--- src/rtl/alu16_pkg.sv ---
package alu16_pkg;

    localparam int DATA_W  = 16;
    localparam int OP_W    = 4;
    localparam int BYTE_W  = 8;

    typedef enum logic [OP_W-1:0] {
        OP_ADD   = 4'd0,
        OP_RSUB  = 4'd1,
        OP_OR    = 4'd2,
        OP_AND   = 4'd3,
        OP_ROL   = 4'd4,
        OP_SLL   = 4'd5,
        OP_ROR   = 4'd6,
        OP_SRA   = 4'd7,
        OP_SEQ   = 4'd8,
        OP_SLT   = 4'd9,
        OP_SLE   = 4'd10,
        OP_SCO   = 4'd11,
        OP_BREV  = 4'd12,
        OP_BMRG  = 4'd13,
        OP_PASSB = 4'd14,
        OP_NONE  = 4'd15
    } alu_op_e;

    typedef enum logic [1:0] {
        SH_ROL = 2'd0,
        SH_SLL = 2'd1,
        SH_ROR = 2'd2,
        SH_SRA = 2'd3
    } shift_mode_e;

    typedef struct packed {
        logic eq;
        logic lt;
        logic carry;
    } cmp_flags_t;

    function automatic logic [DATA_W-1:0] flag_word(input logic f);
        return {{(DATA_W-1){1'b0}}, f};
    endfunction

    function automatic logic [DATA_W-1:0] mirror(input logic [DATA_W-1:0] v);
        logic [DATA_W-1:0] r;
        for (int i = 0; i < DATA_W; i++) r[i] = v[DATA_W-1-i];
        return r;
    endfunction

endpackage

--- src/rtl/alu16_arith.sv ---
module alu16_arith
    import alu16_pkg::*;
#(
    parameter int W = DATA_W
) (
    input  logic [W-1:0] a_i,
    input  logic [W-1:0] b_i,
    output logic [W-1:0] sum_o,
    output logic [W-1:0] rsub_o,
    output cmp_flags_t   flags_o
);
    localparam int EXT_W = W + 1;

    logic [EXT_W-1:0] usum;
    logic [EXT_W-1:0] sdiff;

    always_comb begin
        usum   = {1'b0, a_i} + {1'b0, b_i};
        sum_o  = usum[W-1:0];
        rsub_o = b_i + ~a_i + {{(W-1){1'b0}}, 1'b1};
        // sign-extended difference cannot overflow at W+1 bits
        sdiff  = {a_i[W-1], a_i} - {b_i[W-1], b_i};
        flags_o.eq    = (a_i == b_i);
        flags_o.lt    = sdiff[EXT_W-1];
        flags_o.carry = usum[EXT_W-1];
    end
endmodule

--- src/rtl/alu16_shift.sv ---
module alu16_shift
    import alu16_pkg::*;
#(
    parameter int W = DATA_W
) (
    input  logic [W-1:0]         val_i,
    input  logic [$clog2(W)-1:0] amt_i,
    input  shift_mode_e          mode_i,
    output logic [W-1:0]         val_o
);
    localparam int STAGES = $clog2(W);

    logic [W-1:0] stg [0:STAGES];

    assign stg[0] = val_i;

    for (genvar k = 0; k < STAGES; k++) begin : g_stage
        localparam int D = 1 << k;
        logic [W-1:0] moved;
        always_comb begin
            unique case (mode_i)
                SH_ROL:  moved = {stg[k][W-1-D:0], stg[k][W-1:W-D]};
                SH_SLL:  moved = {stg[k][W-1-D:0], {D{1'b0}}};
                SH_ROR:  moved = {stg[k][D-1:0], stg[k][W-1:D]};
                SH_SRA:  moved = {{D{stg[k][W-1]}}, stg[k][W-1:D]};
                default: moved = stg[k];
            endcase
        end
        assign stg[k+1] = amt_i[k] ? moved : stg[k];
    end

    assign val_o = stg[STAGES];
endmodule

--- src/rtl/alu16_logic.sv ---
module alu16_logic
    import alu16_pkg::*;
#(
    parameter int W  = DATA_W,
    parameter int BW = BYTE_W
) (
    input  logic [W-1:0] a_i,
    input  logic [W-1:0] b_i,
    output logic [W-1:0] or_o,
    output logic [W-1:0] and_o,
    output logic [W-1:0] brev_o,
    output logic [W-1:0] bmrg_o
);
    always_comb begin
        or_o   = a_i | b_i;
        and_o  = a_i & b_i;
        brev_o = mirror(a_i);
        bmrg_o = {a_i[W-BW-1:0], b_i[BW-1:0]};
    end
endmodule

--- src/rtl/alu16_core.sv ---
module alu16_core
    import alu16_pkg::*;
#(
    parameter int W = DATA_W
) (
    input  logic [OP_W-1:0] op_i,
    input  logic [W-1:0]    a_i,
    input  logic [W-1:0]    b_i,
    output logic [W-1:0]    result_o
);
    localparam int AMT_W = $clog2(W);

    alu_op_e      op;
    logic [W-1:0] sum, rsub, orv, andv, brev, bmrg, shv;
    cmp_flags_t   flags;
    shift_mode_e  smode;

    assign op    = alu_op_e'(op_i);
    assign smode = shift_mode_e'(op_i[1:0]);

    alu16_arith #(.W(W)) u_arith (
        .a_i(a_i), .b_i(b_i), .sum_o(sum), .rsub_o(rsub), .flags_o(flags)
    );

    alu16_shift #(.W(W)) u_shift (
        .val_i(a_i), .amt_i(b_i[AMT_W-1:0]), .mode_i(smode), .val_o(shv)
    );

    alu16_logic #(.W(W), .BW(BYTE_W)) u_logic (
        .a_i(a_i), .b_i(b_i), .or_o(orv), .and_o(andv),
        .brev_o(brev), .bmrg_o(bmrg)
    );

    always_comb begin
        unique case (op)
            OP_ADD:   result_o = sum;
            OP_RSUB:  result_o = rsub;
            OP_OR:    result_o = orv;
            OP_AND:   result_o = andv;
            OP_ROL, OP_SLL, OP_ROR, OP_SRA:
                      result_o = shv;
            OP_SEQ:   result_o = flag_word(flags.eq);
            OP_SLT:   result_o = flag_word(flags.lt);
            OP_SLE:   result_o = flag_word(flags.lt | flags.eq);
            OP_SCO:   result_o = flag_word(flags.carry);
            OP_BREV:  result_o = brev;
            OP_BMRG:  result_o = bmrg;
            OP_PASSB: result_o = b_i;
            default:  result_o = '0;
        endcase
    end
endmodule

--- config.mk ---
export PLATFORM = sky130hd
export DESIGN_NAME = alu16_core
export DESIGN_NICKNAME = d
export VERILOG_FILES = /design/src/rtl/alu16_pkg.sv /design/src/rtl/alu16_arith.sv /design/src/rtl/alu16_shift.sv /design/src/rtl/alu16_logic.sv /design/src/rtl/alu16_core.sv
export SDC_FILE = /design/constraint.sdc
export NUM_CORES = 1
export LEC_CHECK = 0
export CORE_ASPECT_RATIO = 1.1
export CORE_MARGIN = 3
export CORE_UTILIZATION = 39
export DETAILED_ROUTE_END_ITERATION = 16
export SYNTH_ARGS = -nofsm -noshare
export SYNTH_HDL_FRONTEND = slang
export SYNTH_SLANG_ARGS = --single-unit
--- constraint.sdc ---
create_clock -name vclk -period 4.8
set_input_delay 0.96 -clock vclk [all_inputs]
set_output_delay 0.96 -clock vclk [all_outputs]
set_load 0.03 [all_outputs]
==> results.toml, run 1 <==
[timing]
drv_slew = 0
timing.final.crit_share_pct = 98.9
tightest_slew_ns = 0.702
tns_ns = 0
rsz0062_at_grt = "yes"
fmaxAchievable_mhz = 211
finalSetupViolations = 0
hold_violations = 0
max_slew_margin_pct = 52.7
min_period_ns = 4.75

[finish]
num-clock-buffers = 0
design.seq.count = 0
final_common_cell = "buf_4"
mostFrequentLayoutCells = "buf_4 (183), ha_1 (52), nor2_1 (50), a21oi_1 (49), inv_1 (47)"
fill_cells = 1017
num_antenna_cells = 0
regArea_um2 = 0
final_layout_size_suffix_gt1_share_pct = 31.4
nets = 912
area_growth_pct = 44.6

[power]
pwr-share-seq_pct = 0
clkPwrFrac_pct = 0
p_comb_share_pct = 100.0
internal-power_uw = 358
switchingPower_uw = 445
swShare_pct = 55.4
power_density_mw_per_mm2 = 124
total_power_uw = 803
ir_worst_vdd_v = 0.0000891
p_leak_uw = 0.00299

[floorplanning]
die_area_mm2 = 0.0128
start_util_pct = 40.6
fp.dieH_um = 119
core_mm2 = 0.0111
top_level_ports = 52
die_w_um = 108
rows = 40

[route]
drtPass1Iterations = 6
drt_iter0_drc = 623
viasPerCell = 6.35
wl_per_cell_um = 23.4
postRouteAntennaNets = 0
finalWirelength_um = 22300
drc = 0
vias = 6070

[synthesis]
syn-num-nets = 737
ys_types = 72
yosysWarningCount = 0
yosysSeqAreaShare_pct = 0
postSynthAreaPerCell_um2 = 7.06
synth.cell_area_mm2 = 0.00449
synthCells = 636

[grt]
grt_start_max_net_pins = 31
grt_usage_pct = 33.2
grt.overflow.total = 0
antenna_found_initial = 0
grt_pass1_vias = 5797
grt_first_pass_wirelength_um = 32900

[placed_design]
portBuffers = 52
place.gp.congestion = 1.11
hpwl_um = 17900

[hold_path]
worstHoldPathType = "in2out"

[worst_setup_path]
worstSetupPathType = "in2out"
path_max_fanout = 3
critPathTopFamily = "compound AO/OA/AOI/OAI gates"
worstSetupStartpointType = "input port"
max_stage_delay_ns = 0.49
worstPathRequired_ns = 3.84
timing.critical_path.buf_inv = 5
critPathCaptureType = "output pin"
critical_path_arrival_ns = 3.79
slowest_stage = "clkdlybuf4s50_1"
path_cells = "clkdlybuf4s50_1 -> inv_2 -> ha_4 -> buf_4 -> buf_4 -> nor3_4 -> nand2_1 -> a21o_1 -> a311o_1 -> a32o_2 -> a221oi_2 -> a311o_1 -> buf_6"

[clock_network]
cts_hold_buffers = 0

[status]
status = "finished clean"

[run]
drv_cap = 0
worst paths after layout:
| kind | start | end | cells after the start |
|---|---|---|---|
| worst max-delay path | a_i[5] | result_o[14] | 13 |
| worst min-delay path | b_i[5] | result_o[5] | 5 |
kinds of logic (layout without fill, tap and decap cells):
family / count (synthesis) / in the layout / synth area share [%]
compound gates: 255 / 255 / 40.0
simple gates: 161 / 161 / 17.7
buf+inv: 106 / 279 / 10.0
fa+ha+maj: 65 / 65 / 18.5
mux: 39 / 39 / 12.0
xor+xnor: 10 / 10 / 1.95
worst min-delay path, delay by kind of cell:
family,cells,cell delay (ns)
AOI/OAI and AO/OA,2,0.15
buffers and inverters,3,0.41
synth_stat cells, types with 5 or more instances:
cell	n	share of area (%)
ha_1	63	18
mux2i_1	24	5.4
nor2_1	51	4.3
and2_1	5	0.70
o21ai_0	36	4.0
o211ai_1	18	3.0
o221ai_1	8	1.6
nor3_1	16	1.8
buf_2	13	1.4
nand2b_1	11	1.5
a211oi_1	27	4.5
o21bai_1	8	1.3
nor2b_1	8	1.1
a21oi_1	50	5.6
or3_1	8	1.1
inv_1	50	4.2
a31oi_1	14	2.0
mux4_2	10	5.0
a22oi_1	9	1.5
o31ai_1	7	1.2
nand3_1	8	0.89
clkbuf_1	32	2.7
nand2_1	30	2.5
a221oi_1	14	2.7
o21a_1	7	1.2
xnor2_1	8	1.6
a211o_1	8	1.6
a21o_1	7	1.2
layout make-up:
cell class,count,area (um2),area share [%]
timing repair buffer,228,1860,28.7
multi-input combinational,530,4250,65.5
inverter,51,191,2.95
tap,147,184,2.83
routing by layer:
metal  part of all wire, %  track usage, %  vias up
met1                    40            42.2     2931
met3                   7.6            4.10       72
li1                      -               -     2761
met5                     0               0        -
met4                   5.0            13.1        0
met2                    47            56.4      306
stage by stage:
step	worst slack, ns	cells	instance area (um2)	hold WS (ns)	util (%)
3_3_place_gp	-0.489	948	6190	2.81	56.0
6_report	0.0505	956	6490	2.47	58.7
5_1_grt	-0.0328	956	6490	2.54	58.7
2_1_floorplan	0.0347	636	4490	2.19	-
4_1_cts	-0.0370	948	6250	2.81	56.5
3_5_place_dp	-0.457	948	6190	2.81	56.0
repair_timing:
action | in CTS | in global routing
endpoints found under the setup margin | 8 | 8
resized for setup | 21 | 46
cloned | 0 | 0
setup buffers | 0 | 8
pin swaps | 6 | 15
power groups by stage:
stage	combinational [uW]	sequential, uW	clock (uW)
finish	803	0	0
CTS	757	0	0
global route	851	0	0
floorplan	403	0	0
global placement	744	0	0
detailed placement	747	0	0
(Power assumes the default switching activity.)
==> inputs of run 2 (changes only) <==
--- a/config.mk
+++ b/config.mk
@@ -5,6 +5,7 @@
 export SDC_FILE = /design/constraint.sdc
 export NUM_CORES = 1
 export LEC_CHECK = 0
+export ABC_CLOCK_PERIOD_IN_PS = 4800
 export CORE_ASPECT_RATIO = 1.1
 export CORE_MARGIN = 3
 export CORE_UTILIZATION = 39
==> results of run 2 <==
The final DEF is identical to that of run 1; final timing and power are the same.
==> inputs of run 3 (changes only) <==
--- a/config.mk
+++ b/config.mk
@@ -7,7 +7,7 @@
 export LEC_CHECK = 0
 export ABC_CLOCK_PERIOD_IN_PS = 4800
 export CORE_ASPECT_RATIO = 1.1
-export CORE_MARGIN = 3
+export CORE_MARGIN = 5
 export CORE_UTILIZATION = 39
 export DETAILED_ROUTE_END_ITERATION = 16
 export SYNTH_ARGS = -nofsm -noshare
==> run 3 against run 2 <==
Net effect: design area increased by 1.1%; hold slack better by 0.060 ns; combinational power grew 1%; power rose by 1.2%; largest cell class unchanged; global-route usage down 2.7 points; critical endpoint unchanged; fmax decreased by 0.36%; sequential share of layout area unchanged; critical path depth unchanged; setup slack worse by 0.017 ns; via count decreased by 0.25%.
==> results.toml, run 3 (synthesis gave the netlist of run 1 again) <==
[placed_design]
hpwl_um = 17200
pre_cts_ws_ns = -0.582
place.gp.congestion = 1.06
portBuffers = 52

[worst_setup_path]
worstSetupPathType = "in2out"
worstSetupStartpointType = "input port"
path_max_fanout = 25
critPathCaptureType = "output pin"
worstPathRequired_ns = 3.84
endpoint = "result_o[14]"
cp-startpoint = "b_i[2]"
critical_path_arrival_ns = 3.81

[grt]
grt_start_max_net_pins = 32
grt.overflow.total = 0
grt_first_pass_wirelength_um = 33400
grt_usage_pct = 30.5
antenna_found_initial = 0
grt_pass1_vias = 5989

[power]
p_comb_share_pct = 100.0
clkPwrFrac_pct = 0
p_leak_uw = 0.00300
ir_worst_vdd_v = 0.0000662
pwr-share-seq_pct = 0
internal-power_uw = 363
power_density_mw_per_mm2 = 124
switchingPower_uw = 450
swShare_pct = 55.3

[floorplanning]
core_mm2 = 0.0114
start_util_pct = 39.4
top_level_ports = 52
fp.dieH_um = 123
die_area_mm2 = 0.0138
rows = 41
die_w_um = 112

[route]
drt_iter0_drc = 775
drtPass1Iterations = 7
postRouteAntennaNets = 0
drc = 0
wl_per_cell_um = 22.9
viasPerCell = 6.35
finalWirelength_um = 21800
vias = 6055

[finish]
final_common_cell = "buf_4"
regArea_um2 = 0
design.seq.count = 0
fill_cells = 1096
nets = 907
num_antenna_cells = 0
final_layout_size_suffix_gt1_share_pct = 31.6
mostFrequentLayoutCells = "buf_4 (175), ha_1 (54), inv_1 (49), nor2_1 (49), a21oi_1 (49)"
num-clock-buffers = 0
area_growth_pct = 46.2
final_util_pct = 57.6

[timing]
fin_ws_ns = 0.0334
min_period_ns = 4.77
max_slew_margin_pct = 59.4
tightest_slew_ns = 0.604
fmaxAchievable_mhz = 210
hold_violations = 0
timing.final.crit_share_pct = 99.3
drv_slew = 0
finalSetupViolations = 0
rsz0062_at_grt = "yes"

[run]
drv_cap = 0

[hold_path]
worstHoldPathType = "in2out"

[status]
status = "finished clean"
run 3: worst min path at each step:
stage                     slack, ns          end    from  depth (start not counted)
after floorplan                2.19  result_o[6]  b_i[6]                          2
after global placement         2.82  result_o[6]  b_i[6]                          5
after detailed placement       2.84  result_o[6]  b_i[6]                          5
after CTS                      2.84  result_o[6]  b_i[6]                          5
after global routing           2.56  result_o[5]  b_i[5]                          5
final                          2.53  result_o[5]  b_i[5]                          5
run 3: repair_timing:
action | in CTS | in global routing
pin swaps | 15 | 21
setup endpoints to repair | 10 | 10
gates resized for setup | 28 | 45
buffers inserted | 4 | 5
hold buffers | 0 | 0
run 3: per-stage QoR:
stage               hold slack (ns)  cell area, um2  power, uW  cells  TNS (ns)
finish                         2.53            6560        813    954         0
detailed placement             2.84            6160        737    945     -1.92
floorplan                      2.19            4490        403    636         0
CTS                            2.84            6290        758    949         0
global placement               2.82            6160        732    945     -1.82
global route                   2.56            6560        861    954    -0.152
run 3: power by group through the flow:
| stage | combinational, uW | sequential (uW) | clock (uW) |
|---|---|---|---|
| final | 813 | 0 | 0 |
| after global routing | 861 | 0 | 0 |
| after CTS | 758 | 0 | 0 |
| after detailed placement | 737 | 0 | 0 |
| after global placement | 732 | 0 | 0 |
| after floorplan | 403 | 0 | 0 |
run 3: routing by layer:
metal / wire length [um] / global-route usage, % / part of all wire, %
met5: 0 / 0 / 0
met4: 1340 / 14.7 / 6.1
met3: 2150 / 3.40 / 9.8
met2: 9990 / 51.4 / 46
met1: 8340 / 38.9 / 38
run 3: cell type report:
cell class	instances	area (um2)	area share, %
repair buffers	223	1840	28.1
well taps	150	188	2.86
multi-input cells	530	4340	66.1
inverters	51	191	2.92
run 3: critical path, stage by stage:
cell             delay [ns]
clkdlybuf4s50_1        0.48
buf_4                  0.13
buf_8                  0.19
ha_1                   0.22
buf_4                  0.16
a211oi_4               0.05
o21ba_4                0.23
o211ai_1               0.29
a31oi_1                0.16
o21a_2                 0.28
mux2i_1                0.14
a311o_1                0.37
buf_6                  0.14
